===== src/rtl/slv_arb_pkg.sv =====
package slv_arb_pkg;
   typedef enum logic [1:0] {
      PARK_NONE  = 2'd0,
      PARK_LAST  = 2'd1,
      PARK_FIXED = 2'd2,
      PARK_RSVD  = 2'd3
   } park_mode_e;
endpackage


===== src/rtl/slv_arb_cfg.sv =====
module slv_arb_cfg
   import slv_arb_pkg::*;
#(
   parameter int SLOT_W   = 8,
   parameter int IDX_W    = 3,
   parameter int RST_SLOT = 16,
   parameter int RST_FIX  = 0
) (
   input  logic              clk,
   input  logic              rst_n,
   input  logic              wr_en,
   input  logic [SLOT_W-1:0] wr_slot,
   input  logic [1:0]        wr_mode,
   input  logic [IDX_W-1:0]  wr_fix,
   input  logic              load,
   output park_mode_e        sh_mode,
   output logic [IDX_W-1:0]  sh_fix,
   output logic [SLOT_W-1:0] act_slot
);
   logic [SLOT_W-1:0] sh_slot;

   if (RST_SLOT >= (1 << SLOT_W)) begin : g_bad_rst_slot
      $error("RST_SLOT does not fit in SLOT_W bits");
   end

   always_ff @(posedge clk or negedge rst_n) begin
      if (!rst_n) begin
         sh_slot <= SLOT_W'(RST_SLOT);
         sh_mode <= PARK_LAST;
         sh_fix  <= IDX_W'(RST_FIX);
      end else if (wr_en) begin
         sh_slot <= wr_slot;
         sh_mode <= park_mode_e'(wr_mode);
         sh_fix  <= wr_fix;
      end
   end

   always_ff @(posedge clk or negedge rst_n) begin
      if (!rst_n)    act_slot <= SLOT_W'(RST_SLOT);
      else if (load) act_slot <= sh_slot;
   end


   act_hold_chk: assert property (@(posedge clk) disable iff (!rst_n)
      !load |=> $stable(act_slot));
endmodule


===== src/rtl/slv_arb_rr.sv =====
module slv_arb_rr #(
   parameter int N_MST = 5,
   parameter int IDX_W = 3
) (
   input  logic [N_MST-1:0] cand,
   input  logic [IDX_W-1:0] start,
   output logic             found,
   output logic [IDX_W-1:0] win
);
   always_comb begin
      found = 1'b0;
      win   = '0;
      for (int k = 1; k <= N_MST; k++) begin
         int j;
         j = (int'(start) + k) % N_MST;
         if (!found && cand[j]) begin
            found = 1'b1;
            win   = IDX_W'(j);
         end
      end
   end
endmodule


===== src/rtl/slv_arb_slot.sv =====
module slv_arb_slot #(
   parameter int SLOT_W = 8
) (
   input  logic              clk,
   input  logic              rst_n,
   input  logic              beat,
   input  logic              arb_pt,
   input  logic [SLOT_W-1:0] limit,
   output logic              expire
);
   logic [SLOT_W-1:0] cnt;
   logic [SLOT_W:0]   nxt;

   assign nxt    = {1'b0, cnt} + 1'b1;
   assign expire = beat && (limit != '0) && (nxt >= {1'b0, limit});

   always_ff @(posedge clk or negedge rst_n) begin
      if (!rst_n)      cnt <= '0;
      else if (arb_pt) cnt <= '0;
      else             cnt <= nxt[SLOT_W-1:0];
   end


   slot_bound_chk: assert property (@(posedge clk) disable iff (!rst_n)
      (limit != '0) |-> (cnt < limit));
endmodule


===== src/rtl/slave_arb_park.sv =====
module slave_arb_park
   import slv_arb_pkg::*;
#(
   parameter int N_MST    = 5,
   parameter int SLOT_W   = 8,
   parameter int IDX_W    = 3,
   parameter int RST_SLOT = 16,
   parameter int RST_PARK = 0
) (
   input  logic              clk,
   input  logic              rst_n,
   input  logic [N_MST-1:0]  req,
   input  logic              last_beat,
   input  logic              cfg_we,
   input  logic [SLOT_W-1:0] cfg_slot,
   input  logic [1:0]        cfg_mode,
   input  logic [IDX_W-1:0]  cfg_fix,
   output logic [N_MST-1:0]  gnt,
   output logic              connected,
   output logic [IDX_W-1:0]  conn_idx
);
   localparam logic [IDX_W-1:0] TOP_IDX = IDX_W'(N_MST - 1);

   if (N_MST < 2 || N_MST > (1 << IDX_W)) begin : g_bad_n
      $error("N_MST must be 2..2**IDX_W");
   end
   if (RST_PARK >= N_MST) begin : g_bad_park
      $error("RST_PARK out of range");
   end

   logic              conn_q;
   logic [IDX_W-1:0]  own_q;
   logic [N_MST-1:0]  own_oh;
   logic              beat, expire, tenure_end, arb_pt, found;
   logic [N_MST-1:0]  cand;
   logic [IDX_W-1:0]  win, sh_fix;
   logic [SLOT_W-1:0] act_slot;
   park_mode_e        sh_mode;

   for (genvar i = 0; i < N_MST; i++) begin : g_oh
      assign own_oh[i] = (own_q == IDX_W'(i));
   end

   assign beat       = conn_q && |(req & own_oh);
   assign tenure_end = beat && (last_beat || expire);
   assign arb_pt     = !beat || tenure_end;
   assign cand       = (beat && last_beat) ? (req & ~own_oh) : req;

   slv_arb_cfg #(.SLOT_W(SLOT_W), .IDX_W(IDX_W), .RST_SLOT(RST_SLOT),
                 .RST_FIX(RST_PARK)) i_cfg (
      .clk(clk), .rst_n(rst_n), .wr_en(cfg_we), .wr_slot(cfg_slot),
      .wr_mode(cfg_mode), .wr_fix(cfg_fix), .load(arb_pt),
      .sh_mode(sh_mode), .sh_fix(sh_fix), .act_slot(act_slot));

   slv_arb_rr #(.N_MST(N_MST), .IDX_W(IDX_W)) i_rr (
      .cand(cand), .start(own_q), .found(found), .win(win));

   slv_arb_slot #(.SLOT_W(SLOT_W)) i_slot (
      .clk(clk), .rst_n(rst_n), .beat(beat), .arb_pt(arb_pt),
      .limit(act_slot), .expire(expire));

   always_ff @(posedge clk or negedge rst_n) begin
      if (!rst_n) begin
         conn_q <= 1'b1;
         own_q  <= IDX_W'(RST_PARK);
      end else if (arb_pt) begin
         if (found) begin
            conn_q <= 1'b1;
            own_q  <= win;
         end else begin
            case (sh_mode)
               PARK_LAST:  conn_q <= 1'b1;
               PARK_FIXED: begin
                  conn_q <= 1'b1;
                  own_q  <= (sh_fix > TOP_IDX) ? '0 : sh_fix;
               end
               default:    conn_q <= 1'b0;
            endcase
         end
      end
   end

   assign gnt       = conn_q ? own_oh : '0;
   assign connected = conn_q;
   assign conn_idx  = own_q;


   gnt_onehot_chk: assert property (@(posedge clk) disable iff (!rst_n)
      $onehot0(gnt) && (connected == (gnt != '0)));

   tenure_hold_chk: assert property (@(posedge clk) disable iff (!rst_n)
      !arb_pt |=> $stable(gnt));

   last_release_chk: assert property (@(posedge clk) disable iff (!rst_n)
      (beat && last_beat && found) |=> (conn_idx != $past(conn_idx)));

   rr_take_chk: assert property (@(posedge clk) disable iff (!rst_n)
      (arb_pt && found) |=> (connected && conn_idx == $past(win)));

   park_none_chk: assert property (@(posedge clk) disable iff (!rst_n)
      (arb_pt && !found && (sh_mode == PARK_NONE || sh_mode == PARK_RSVD))
      |=> !connected);

   park_last_chk: assert property (@(posedge clk) disable iff (!rst_n)
      (arb_pt && !found && sh_mode == PARK_LAST)
      |=> (connected && $stable(conn_idx)));

   park_fixed_chk: assert property (@(posedge clk) disable iff (!rst_n)
      (arb_pt && !found && sh_mode == PARK_FIXED && sh_fix > TOP_IDX)
      |=> (connected && conn_idx == '0));
endmodule


===== config.mk =====
export PLATFORM = sky130hd
export DESIGN_NAME = slave_arb_park
export DESIGN_NICKNAME = d
export VERILOG_FILES = /design/src/rtl/slv_arb_pkg.sv /design/src/rtl/slv_arb_cfg.sv /design/src/rtl/slv_arb_rr.sv /design/src/rtl/slv_arb_slot.sv /design/src/rtl/slave_arb_park.sv
export SDC_FILE = /design/constraint.sdc
export NUM_CORES = 1
export LEC_CHECK = 0
export ABC_AREA = 1
export ABC_CLOCK_PERIOD_IN_PS = 3680
export BUFFER_PORTS_ARGS = -buffer_cell sky130_fd_sc_hd__buf_2
export CAP_MARGIN = 20
export CORE_UTILIZATION = 53
export DETAILED_ROUTE_END_ITERATION = 12
export PLACE_DENSITY = 0.86
export SLEW_MARGIN = 20
export SYNTH_ARGS = -nofsm -noshare
export SYNTH_HDL_FRONTEND = slang
export SYNTH_SLANG_ARGS = --single-unit

===== constraint.sdc =====
create_clock -name clk -period 3.68 [get_ports clk]
set_input_delay 0.184 -clock clk [delete_from_list [all_inputs] [get_ports clk]]
set_output_delay 0.184 -clock clk [all_outputs]
set_load 0.01 [all_outputs]

# == Word-level counts from Yosys, hierarchy flattened ==
# Cells that the tools add are included.
# op_classes
add_sub_neg,6
div_mod_pow,5
order_cmp,7
eq_ne,6
mux,33
bitwise,3
n_reduce_logical,22
# op_table
operator,n
less-than comparator 32 x 5 -> 1 bit (second input constant),5
remainder unit 32 x 4 -> 32 bit (second input constant),5
2-to-1 mux 3 bit,8
2-to-1 mux 1 bit,17
binary-select mux 1 bit (select 3 bit),5
AND 5 bit,2
2-to-1 mux 5 bit,2
adder 8 x 1 -> 9 bit (second input constant),1
>= comparator 9 x 8 -> 1 bit,1
logical AND 1 bit,9
adder 3 x 2 -> 4 bit (second input constant),2
adder 3 x 3 -> 4 bit (second input constant),2
2-to-1 mux 8 bit,1
nonzero test 8 bit,1
== test 3 x 2 -> 1 bit (second input constant),2
logical NOT 1 bit,5
inverter 5 bit,1
OR reduction 5 bit,1
adder 3 x 1 -> 4 bit (second input constant),1
== test 3 x 1 -> 1 bit (second input constant),1
== test 3 bit (second input constant),1
greater-than comparator 3 bit (second input constant),1
logical NOT 3 bit,1
== test 2 x 1 -> 1 bit (second input constant),1
other kinds (5),6
# totals
ff_bits,33
inputBits,22

# == Logic depth before layout (Yosys ltp) ==
# Gate-level depths: netlist of run 1.
# logic_depth
depth_word,24
depth_mapped,28
ltp_nobuf,26

# == Hierarchy ==
# Synthesis of run 1 repeated with hierarchy kept, for this count alone.
# unflattened
hier_cells,497
hier_area_um2,3390.8
# by_module_without_submodules
module,n_inst,cells_per_inst,area_per_inst_um2
slv_arb_rr,1,257,1539.0
slv_arb_cfg,1,89,803.3
slv_arb_slot,1,86,629.4
slave_arb_park,1,65,419.2

# == Worst setup path after synthesis of run 1 ==
# Ideal clock, no wire load.
# synth_timing
kind,reg2reg
from,register own_q[0] (netlist: conn_idx[0])
to,register own_q[1] (netlist: conn_idx[1])
setup_ns,0.117
arrival_ns,3.392
slack_ns,0.171
path_stages_with_launch,24
synth_period_minus_slack_ns,3.509
cell_sequence,dfrtp_1 -> buf_4 -> buf_2 -> inv_1 -> ha_1 -> ha_1 -> inv_1 -> nand3_1 -> nand2_1 -> xor2_1 -> inv_1 -> ha_1 -> o211ai_1 -> nand2_1 -> o21ai_1 -> inv_1 -> nand3_1 -> nand3_1 -> nand2_1 -> nand3_4 -> nor2_1 -> nor2_1 -> nand2_1 -> nand2_1
# synth_between
elab_chain_cells,24
# synth_rtl
item,line,source
"start, declared",slave_arb_park.sv:32,logic [IDX_W-1:0] own_q;
"start signal, assigned",slave_arb_park.sv:65,own_q <= IDX_W'(RST_PARK);
"start signal, assigned",slave_arb_park.sv:69,own_q <= win;
"start signal, assigned",slave_arb_park.sv:75,own_q <= (sh_fix > TOP_IDX) ? '0 : sh_fix;
branches (longest 24 deep; another with remainder unit 32 x 4 -> 32 bit),--,
# Several ways; the timed one is not identified. The select of a mux whose other input is x is not followed.
# A chain may end at the register's enable or synchronous reset.

# == Worst setup path in the final report of run 1 ==
# layout_timing
from,register own_q[1] (netlist: conn_idx[1])
to,register own_q[0] (netlist: conn_idx[0])
# The elaborated chain is that of the path after synthesis.

==> out/metrics.yaml, run 1 <==
grt_pass1_vias: 3104
grtUsageTotal_pct: 27.01
startpoint: "conn_idx[1]$_DFFE_PN0P_"
start_kind: "register"
rrSetupSlack_ns: 0.27
cts.sinks: 33
min_path_cells: 3
fill_cells: 529
endpoint_kind: "register"
start_util_pct: 55.15
die_h_um: 80.72
cts_tree: "done"
htreeDepth: 2
r2r_end: "conn_idx[0]$_DFFE_PN0P_"
cts-buffers-inserted: 5
antenna_found_initial: 0
synthTopCellsByCount: "nand2_1, inv_1, nand3_1"
tns_ns: 0
final_util_pct: 63.28
r2r-start: "conn_idx[1]$_DFFE_PN0P_"
ys_seq_elements: 33
drc: 0
grt.overflow.total: 0
synth_area_leaders: "dfrtp_1, nand2_1, ha_1, nand3_1, inv_1"
row_count: 28
timing.final.crit_share_pct: 92.75
drt_iter0_markers: 222
nets: 571
yosysUniqueCellTypes: 44
worst_ep_arrival_time_ns: 3.59
die_area_mm2: 0.006516
ys.flop_type: "dfrtp_1"
yosysWarningCount: 0
synth_seq_area_share_pct: 25.30
rr_worst_depth: 24
min_from: "cfg_fix[0]"
max_clock_freq_mhz: 293.0
routedWlPerCell_um: 13.87
place_congestion: 0.9215
fin_crit_ns: 3.413
maxSlewViolCount: 0
sequential_cell_area_um2: 832.0
status: "complete, no violations"
grt_max_degree: 34
cts.path.max_buffers: 2
crit_type: "reg2reg"
tightest_slew_ns: 0.8277
io_buffer_count: 30
setup_viol: 0
synthesis.area_mm2: 0.003284
min_path_type: "in2reg"
io_pins: 31
synth_top_area_cell: "dfrtp_1"
cap_violations: 0
relSlewSlack_pct: 44.35
synth_edf_count: 0
core_mm2: 0.005956
syn_to_final_growth_pct: 14.74
die-width_um: 80.72
diodes: 0
dpl.hpwl_um: 6044
min_to: "i_cfg.sh_fix[0]$_DFFE_PN0P_"
fin_skew_ns: 0.003002
multiInputGateArea_mm2: 0.002196
layout-drive-gt1-share_pct: 21.94
clockRootBuffer: "clkbuf_8"
vias_per_cell: 5.531
firstDrtPassIters: 5
critPathMaxFanout: 7
synth_fp_nets: 529
syn_avg_cell_area_um2: 6.958
grt_pass1_wl_um: 13550
dr_total_vias: 3263
clock_latency_ns: 0.28
final_antenna_net_count: 0
synthArstFlopShare_pct: 100.0
clk_transition_reported_paths_ns: 0.07
hold_violations: 0
required_ns: 3.86
synth_most_common_cell: "nand2_1"
syn-instance-count: 472
yosysTopAreaCellShare_pct: 22.10
wl_um: 8182
## repair_timing
| action | CTS | global route |
|---|---|---|
| setup endpoints to repair | 1 | 4 |
| buffers inserted | 0 | 6 |
| resized for setup | 2 | 22 |
| endpoints found under the hold margin | 29 | 0 |
| hold buffers | 1 | 0 |
| pin swaps | 0 | 10 |
## metrics by stage
step | worst slack [ns] | area [um^2] | hold WS [ns] | instances
global placement | 0.2443 | 3533 | 0.2667 | 575
global route | -0.01584 | 3769 | 0.1228 | 590
detailed placement | 0.03994 | 3533 | 0.2840 | 575
CTS | 0.02797 | 3651 | 0.1095 | 584
floorplan | 0.1712 | 3284 | -0.1116 | 472
finish | 0.2667 | 3769 | 0.1144 | 590
## routing by layer
metal  wire length, um  global-route usage [%]  up-vias
li1                  -                       -     1615
met1              3450                   34.39     1515
met2              4047                   46.02      117
met3               528                   4.318       16
met4               156                   9.643        0
met5                 0                       0        -
## flip-flops by register name (all words and copies together), names as in the netlist
register,flops
i_cfg.act_slot,8
conn_idx,3
connected,1
i_slot.cnt,8
i_cfg.sh_fix,3
i_cfg.sh_slot,8
i_cfg.sh_mode,2
## worst max path at each step
stage	end	slack [ns]
finish	conn_idx[0]$_DFFE_PN0P_	0.27
global route	conn_idx[1]$_DFFE_PN0P_	-0.02
floorplan	conn_idx[1]$_DFFE_PN0P_	0.17
CTS	conn_idx[0]$_DFFE_PN0P_	0.03
global placement	conn_idx[1]$_DFFE_PN0P_	0.24
detailed placement	conn_idx[0]$_DFFE_PN0P_	0.04
## cell type report
cell class / instances / share of cell area, %
tap: 75 / 2.490
multi-input combinational: 357 / 58.27
timing repair buffer: 44 / 6.839
clock buffer: 7 / 2.556
sequential: 33 / 22.08
inverter: 73 / 7.636
clock inverter: 1 / 0.1328
## cell usage in the layout (no fill, tap or decap), types with 4 or more instances in the layout
cell type,count
buf_4,13
nand4_1,14
nand2_2,8
clkbuf_8,7
nand2_1,115
nand3_1,52
inv_2,8
dfrtp_1,28
ha_1,30
o21ai_1,9
mux2_2,8
inv_1,61
nand3_2,6
nor3_1,5
nor2_1,35
nand2_4,4
buf_2,30
dfstp_2,4
o21ai_0,20
xor2_1,6
a21oi_1,9
## worst max-delay path, cell delays in order, from the launching register on
cell and delay (ns):
dfrtp_2 0.47, ha_4 0.19, ha_4 0.31, inv_6 0.05, ha_2 0.18, inv_2 0.06
nand3_2 0.09, nand2_2 0.10, xor2_1 0.14, inv_1 0.10, ha_1 0.20, o211ai_1 0.22
nand2_1 0.14, nand2_1 0.10, nand2_2 0.08, inv_2 0.07, nand2_1 0.06, nand3_1 0.09
nand3_1 0.09, nand2_2 0.15, nand3_4 0.11, nor2_2 0.11, nor2_1 0.07, nand2_1 0.07
nand2_1 0.04
## logic make-up after synthesis
group                    Yosys count  share of synthesized area (%)
multiplexers                       8                          2.743
adder cells (fa/ha/maj)           35                          13.33
AO/OA/AOI/OAI                     53                          9.524
flip-flops                        33                          25.30
buffers and inverters             82                          9.943
AND/OR/NAND/NOR                  251                          36.08
XOR/XNOR                          10                          3.086
Power of run 1 is not shown: default switching activity piles up to over one toggle a cycle in this logic, so the estimate is an artifact.
==> run 2, diff against run 1 <==
Settings changed: RECOVER_POWER set to 25.
==> run 2 against run 1 <==
Compared with the run above:
- the run now ends with capacitance limit, slew limit left
- via count hardly changed
- cell count stayed put
- core utilization hardly changed
- register-to-register slack hardly changed
- count of clock-buffer cells in the layout stayed put
- global-route usage stayed put
- hold slack stayed put
- first-iteration DRC count stayed put
- non-clock buffer count stayed put
- design area hardly changed
- critical path type unchanged
==> out/metrics.yaml, run 2 (same netlist as run 1, synthesis figures left out) <==
routedWlPerCell_um: 13.87  # unchanged
fin_area_mm2: 0.003767  # about the same
drt_iter0_markers: 222  # unchanged
cp_num_buf_inv: 4  # unchanged
cts_tree: "done"
cts-buffers-inserted: 5  # unchanged
critPathTopFamily: "simple AND/OR/NAND/NOR gates"
crit_type: "reg2reg"
antenna_found_initial: 0  # unchanged
rrSetupSlack_ns: 0.27  # about the same
whs_ns: 0.1144  # unchanged
worst_ep_arrival_time_ns: 3.59  # about the same
fin_skew_ns: 0.003186  # +0.0001839 ns
critPathMaxFanout: 7  # unchanged
grt_pass1_wl_um: 13550  # unchanged
wl_um: 8182  # unchanged
grt.overflow.total: 0  # unchanged
maxSlewViolCount: 34  # +34
relSlewSlack_pct: -16.47  # -61 points
final_antenna_net_count: 0  # unchanged
io_pins: 31  # unchanged
path_cells: "ha_4 -> ha_4 -> inv_6 -> ha_2 -> inv_2 -> nand3_2 -> nand2_2 -> xor2_1 -> inv_1 -> ha_1 -> o211ai_1 -> nand2_1 -> nand2_1 -> nand2_2 -> inv_2 -> nand2_1 -> nand3_1 -> nand3_1 -> nand2_2 -> nand3_4 -> nor2_2 -> nor2_1 -> nand2_1 -> nand2_1"
io_buffer_count: 30  # unchanged
cts.sinks: 33  # unchanged
nets: 571  # unchanged
final_util_pct: 63.26  # about the same
clockRootBuffer: "clkbuf_8"
core_mm2: 0.005956  # unchanged
grtUsageTotal_pct: 27.01  # unchanged
vias_per_cell: 5.527  # about the same
setup_ws_ns: 0.2667  # +0.000002000 ns
cts.path.max_buffers: 2  # unchanged
syn_to_final_growth_pct: 14.70  # about the same
place_congestion: 0.9215  # unchanged
cap_violations: 1  # +1
mostFrequentLayoutCells: "nand2_1, inv_1, nand3_1, nor2_1, ha_1"
die_h_um: 80.72  # unchanged
r2r-start: "conn_idx[1]$_DFFE_PN0P_"
hold_violations: 0  # unchanged
min_from: "cfg_fix[0]"
cp_slowest_cell: "dfrtp_2"
min_to: "i_cfg.sh_fix[0]$_DFFE_PN0P_"
required_ns: 3.86  # about the same
rr_worst_depth: 24  # unchanged
dp_slack_ns: 0.03994  # unchanged
layout-drive-gt1-share_pct: 21.75  # -0.19 points
min_path_cells: 3  # unchanged
clock_latency_ns: 0.28  # about the same
status: "finished, violations left"
fin_crit_ns: 3.413  # -0.000002000 ns
htreeDepth: 2  # unchanged
setup_viol: 0  # unchanged
endpoint_kind: "register"
dpl.hpwl_um: 6044  # unchanged
clk_transition_reported_paths_ns: 0.07  # about the same
diodes: 0  # unchanged
cpMostUsedCell: "nand2_1"
max_clock_freq_mhz: 293.0  # unchanged
start_util_pct: 55.15  # unchanged
row_count: 28  # unchanged
cp_slowest_stage_delay_ns: 0.47  # about the same
min_path_type: "in2reg"
die_area_mm2: 0.006516  # unchanged
placedInstanceArea_mm2: 0.003533  # unchanged
top_regs: "i_cfg.act_slot x8, i_cfg.sh_slot x8, i_slot.cnt x8"
dr_total_vias: 3261  # -0.061%
violations: "capacitance limit, slew limit"
grt_max_degree: 34  # unchanged
tightest_slew_ns: 1.747  # +0.9193 ns
mostFrequentLayoutCell: "nand2_1"
drc: 0  # unchanged
r2r_end: "conn_idx[0]$_DFFE_PN0P_"
grt_pass1_vias: 3104  # unchanged
timing.final.crit_share_pct: 92.75  # about the same
start_kind: "register"
firstDrtPassIters: 5  # unchanged
die-width_um: 80.72  # unchanged
run 2: cell types whose count changed in the layout (fill, tap and decap cells not counted), sizes merged:
cell    delta
buf        -1
clkbuf     +1
run 2: area by class of cell:
class / count / area, um^2
well taps: 75 / 93.84
inverters: 73 / 287.8
repair buffers: 44 / 256.5
flip-flops and latches: 33 / 832.0
multi-input cells: 357 / 2196
fillers: 530 / 2188
clock inverters: 1 / 5.005
clock buffers: 7 / 96.34
run 2: what timing repair did:
item | in CTS | in global routing
buffers inserted | 0 | 6
pin swaps | 0 | 10
endpoints found under the hold margin | 29 | 0
gates resized for setup | 2 | 22
endpoints found under the setup margin | 1 | 4
hold buffers | 1 | 0
run 2: worst max path at each step:
| stage | start | end | cells past startpoint |
|---|---|---|---|
| floorplan | conn_idx[0]$_DFFE_PN0P_ | conn_idx[1]$_DFFE_PN0P_ | 23 |
| global placement | conn_idx[1]$_DFFE_PN0P_ | conn_idx[1]$_DFFE_PN0P_ | 22 |
| detailed placement | conn_idx[1]$_DFFE_PN0P_ | conn_idx[0]$_DFFE_PN0P_ | 24 |
| CTS | conn_idx[1]$_DFFE_PN0P_ | conn_idx[0]$_DFFE_PN0P_ | 24 |
| global route | conn_idx[1]$_DFFE_PN0P_ | conn_idx[1]$_DFFE_PN0P_ | 24 |
| finish | conn_idx[1]$_DFFE_PN0P_ | conn_idx[0]$_DFFE_PN0P_ | 24 |
run 2: metal layers:
metal	up-vias	part of all wire, %	track usage, %
li1	1615	-	-
met1	1513	42	34.39
met2	117	49	46.02
met3	16	6.5	4.318
met4	0	1.9	9.643
met5	-	0	0
run 2: metrics by stage:
stage	TNS, ns	instances
after global placement	0	575
final	0	590
after global routing	-0.01584	590
after floorplan	0	472
after CTS	0	584
after detailed placement	0	575
run 2: worst min-delay path, delay by kind of cell:
| kind | cells | cell delay, ns |
|---|---|---|
| and+or+nand+nor | 1 | 0.04 |
| AOI/OAI and AO/OA | 1 | 0.06 |
| buffers and inverters | 1 | 0.08 |
Power of run 2 is left out for the same reason.
==> run 3, diff against run 2 <==
Settings changed: ABC_CLOCK_PERIOD_IN_PS 3680 to 3500, PLACE_DENSITY 0.86 to 0.81.
Clock period 3.68 ns to 3.5 ns, I/O delays scaled along.
==> run 3 against run 2 <==
Compared with the run above:
- the run still ends with capacitance limit, slew limit left
- clock skew grew 0.0051 ns
- sequential share of layout area is 0.070 points higher
- sequential cell count unchanged
- hold slack got worse by 0.013 ns
- cell count down 0.17%
- fmax increased by 3.7%
- critical endpoint is now conn_idx[1]$_DFFE_PN0P_
- routed wire length is 0.89% lower
- global-route usage shrank 0.13 points
==> out/metrics.yaml, run 3 (same netlist as run 1, synthesis figures left out) <==
status: "finished, violations left"
violations: "capacitance limit, slew limit"
start_kind: "register"
multiInputGateArea_mm2: 0.002218  # +1.0%
path_cells: "ha_4 -> ha_4 -> inv_1 -> ha_1 -> inv_1 -> nand3_2 -> nand2_2 -> xor2_1 -> inv_2 -> ha_1 -> inv_1 -> o211ai_1 -> nand2_1 -> nand2_1 -> nand2_2 -> nand2_1 -> o21ai_1 -> nand2_4 -> nand3_4 -> nor2_4 -> nor2_2 -> nand2_1 -> nand2_1"
setup_ws_ns: 0.2088  # -0.05793 ns
grt_max_degree: 34  # unchanged
place_congestion: 1.028  # +12%
tightest_slew_ns: 1.788  # +0.04090 ns
hold_violations: 0  # unchanged
grt_pass1_wl_um: 13430  # -0.92%
antenna_found_initial: 0  # unchanged
die_h_um: 80.72  # unchanged
worst_ep_arrival_time_ns: 3.51  # -0.08 ns
cts.path.max_buffers: 2  # unchanged
core_mm2: 0.005956  # unchanged
dr_total_vias: 3265  # +0.12%
cp_num_buf_inv: 4  # unchanged
finalNonFillerCells: 589  # -0.17%
rrSetupSlack_ns: 0.21  # -0.06 ns
r2r_end: "conn_idx[1]$_DFFE_PN0P_"
min_to: "i_cfg.sh_fix[1]$_DFFE_PN0P_"
drt_iter0_markers: 249  # +12%
htreeDepth: 2  # unchanged
cts_tree: "done"
cp_slowest_stage_delay_ns: 0.46  # about the same
timing.final.crit_share_pct: 94.03  # +1.3 points
syn_to_final_growth_pct: 14.51
final_antenna_net_count: 0  # unchanged
critPathMaxFanout: 5  # -2
drc: 0  # unchanged
mostFrequentLayoutCell: "nand2_1"
cpMostUsedCell: "nand2_1"
die_area_mm2: 0.006516  # unchanged
max_clock_freq_mhz: 303.8  # +3.7%
endpoint_kind: "register"
fin_crit_ns: 3.291  # -0.1221 ns
fin_skew_ns: 0.008332  # +0.005146 ns
diodes: 0  # unchanged
die-width_um: 80.72  # unchanged
min_from: "cfg_fix[1]"
layout-drive-gt1-share_pct: 22.18  # +0.43 points
cts.sinks: 33  # unchanged
dp_slack_ns: 0.05357  # +0.01363 ns
wl_um: 8109  # -0.89%
nets: 570  # -0.18%
setup_viol: 0  # unchanged
grtUsageTotal_pct: 26.88  # -0.13 points
cp_slowest_cell: "dfrtp_2"
min_path_cells: 3  # unchanged
clock_latency_ns: 0.28  # about the same
start_util_pct: 55.15  # unchanged
top_regs: "i_cfg.act_slot x8, i_cfg.sh_slot x8, i_slot.cnt x8"
dpl.cell_count: 577  # +0.35%
required_ns: 3.72  # -0.14 ns
dpl.hpwl_um: 6221  # +2.9%
min_path_type: "in2reg"
cap_violations: 1  # unchanged
mostFrequentLayoutCells: "nand2_1, inv_1, nand3_1, nor2_1, ha_1"
rr_worst_depth: 23  # -4.2%
relSlewSlack_pct: -19.20  # -2.7 points
routedWlPerCell_um: 13.77  # -0.72%
firstDrtPassIters: 5  # unchanged
vias_per_cell: 5.543  # +0.29%
clk_transition_reported_paths_ns: 0.07  # about the same
cts-buffers-inserted: 5  # unchanged
row_count: 28  # unchanged
maxSlewViolCount: 34  # unchanged
critPathTopFamily: "simple AND/OR/NAND/NOR gates"
grt.overflow.total: 0  # unchanged
r2r-start: "conn_idx[0]$_DFFE_PN0P_"
fill_cells: 535  # +0.94%
crit_type: "reg2reg"
clockRootBuffer: "clkbuf_8"
final_util_pct: 63.15  # -0.10 points
io_pins: 31  # unchanged
io_buffer_count: 30  # unchanged
grt_pass1_vias: 2979  # -4.0%
sequential_cell_area_um2: 833.3  # +0.15%
## run 3: cell count changes in the layout (fill, tap and decap cells not counted), moves of 2 or more
cell      delta
inv_4        +2
nand3_1      -2
nand3_2      +2
clkbuf_8     -2
## run 3: layout make-up
class                      instances  share of cell area (%)
clock inverter                     2                  0.2661
multi-input combinational        357                   58.98
tap                               75                   2.495
timing repair buffer              43                   6.620
inverter                          73                   7.552
sequential                        33                   22.16
clock buffer                       6                   1.929
## run 3: per-layer routing
layer  part of all wire, %  global-route usage [%]
met1                    45                   36.90
met2                    46                   43.47
met3                   7.2                   5.000
met4                   1.5                   6.607
met5                     0                       0
## run 3: worst min-delay path, stage by stage
cell and delay, ns:
buf_2 0.08, nand2_1 0.04, o21ai_0 0.06
## run 3: what timing repair did
action,CTS,global route
gates resized for setup,0,29
buffers inserted,0,3
endpoints found under the setup margin,0,4
hold buffers,1,0
endpoints found under the hold margin,29,0
## run 3: stage by stage
stage | TNS (ns) | cell area [um^2] | hold WS, ns
detailed placement | 0 | 3551 | 0.2760
global route | -0.03474 | 3761 | 0.1178
floorplan | 0 | 3287 | -0.1206
global placement | 0 | 3551 | 0.2682
CTS | 0 | 3643 | 0.1026
finish | 0 | 3761 | 0.1014
## run 3: worst max-delay path by stage
stage | startpoint | cells after the start | to
global route | conn_idx[0]$_DFFE_PN0P_ | 24 | conn_idx[0]$_DFFE_PN0P_
finish | conn_idx[0]$_DFFE_PN0P_ | 23 | conn_idx[1]$_DFFE_PN0P_
floorplan | conn_idx[1]$_DFFE_PN0P_ | 22 | conn_idx[1]$_DFFE_PN0P_
global placement | conn_idx[0]$_DFFE_PN0P_ | 21 | conn_idx[2]$_DFFE_PN0P_
detailed placement | conn_idx[1]$_DFFE_PN0P_ | 20 | conn_idx[1]$_DFFE_PN0P_
CTS | conn_idx[1]$_DFFE_PN0P_ | 20 | conn_idx[1]$_DFFE_PN0P_
Power of run 3 is left out for the same reason.
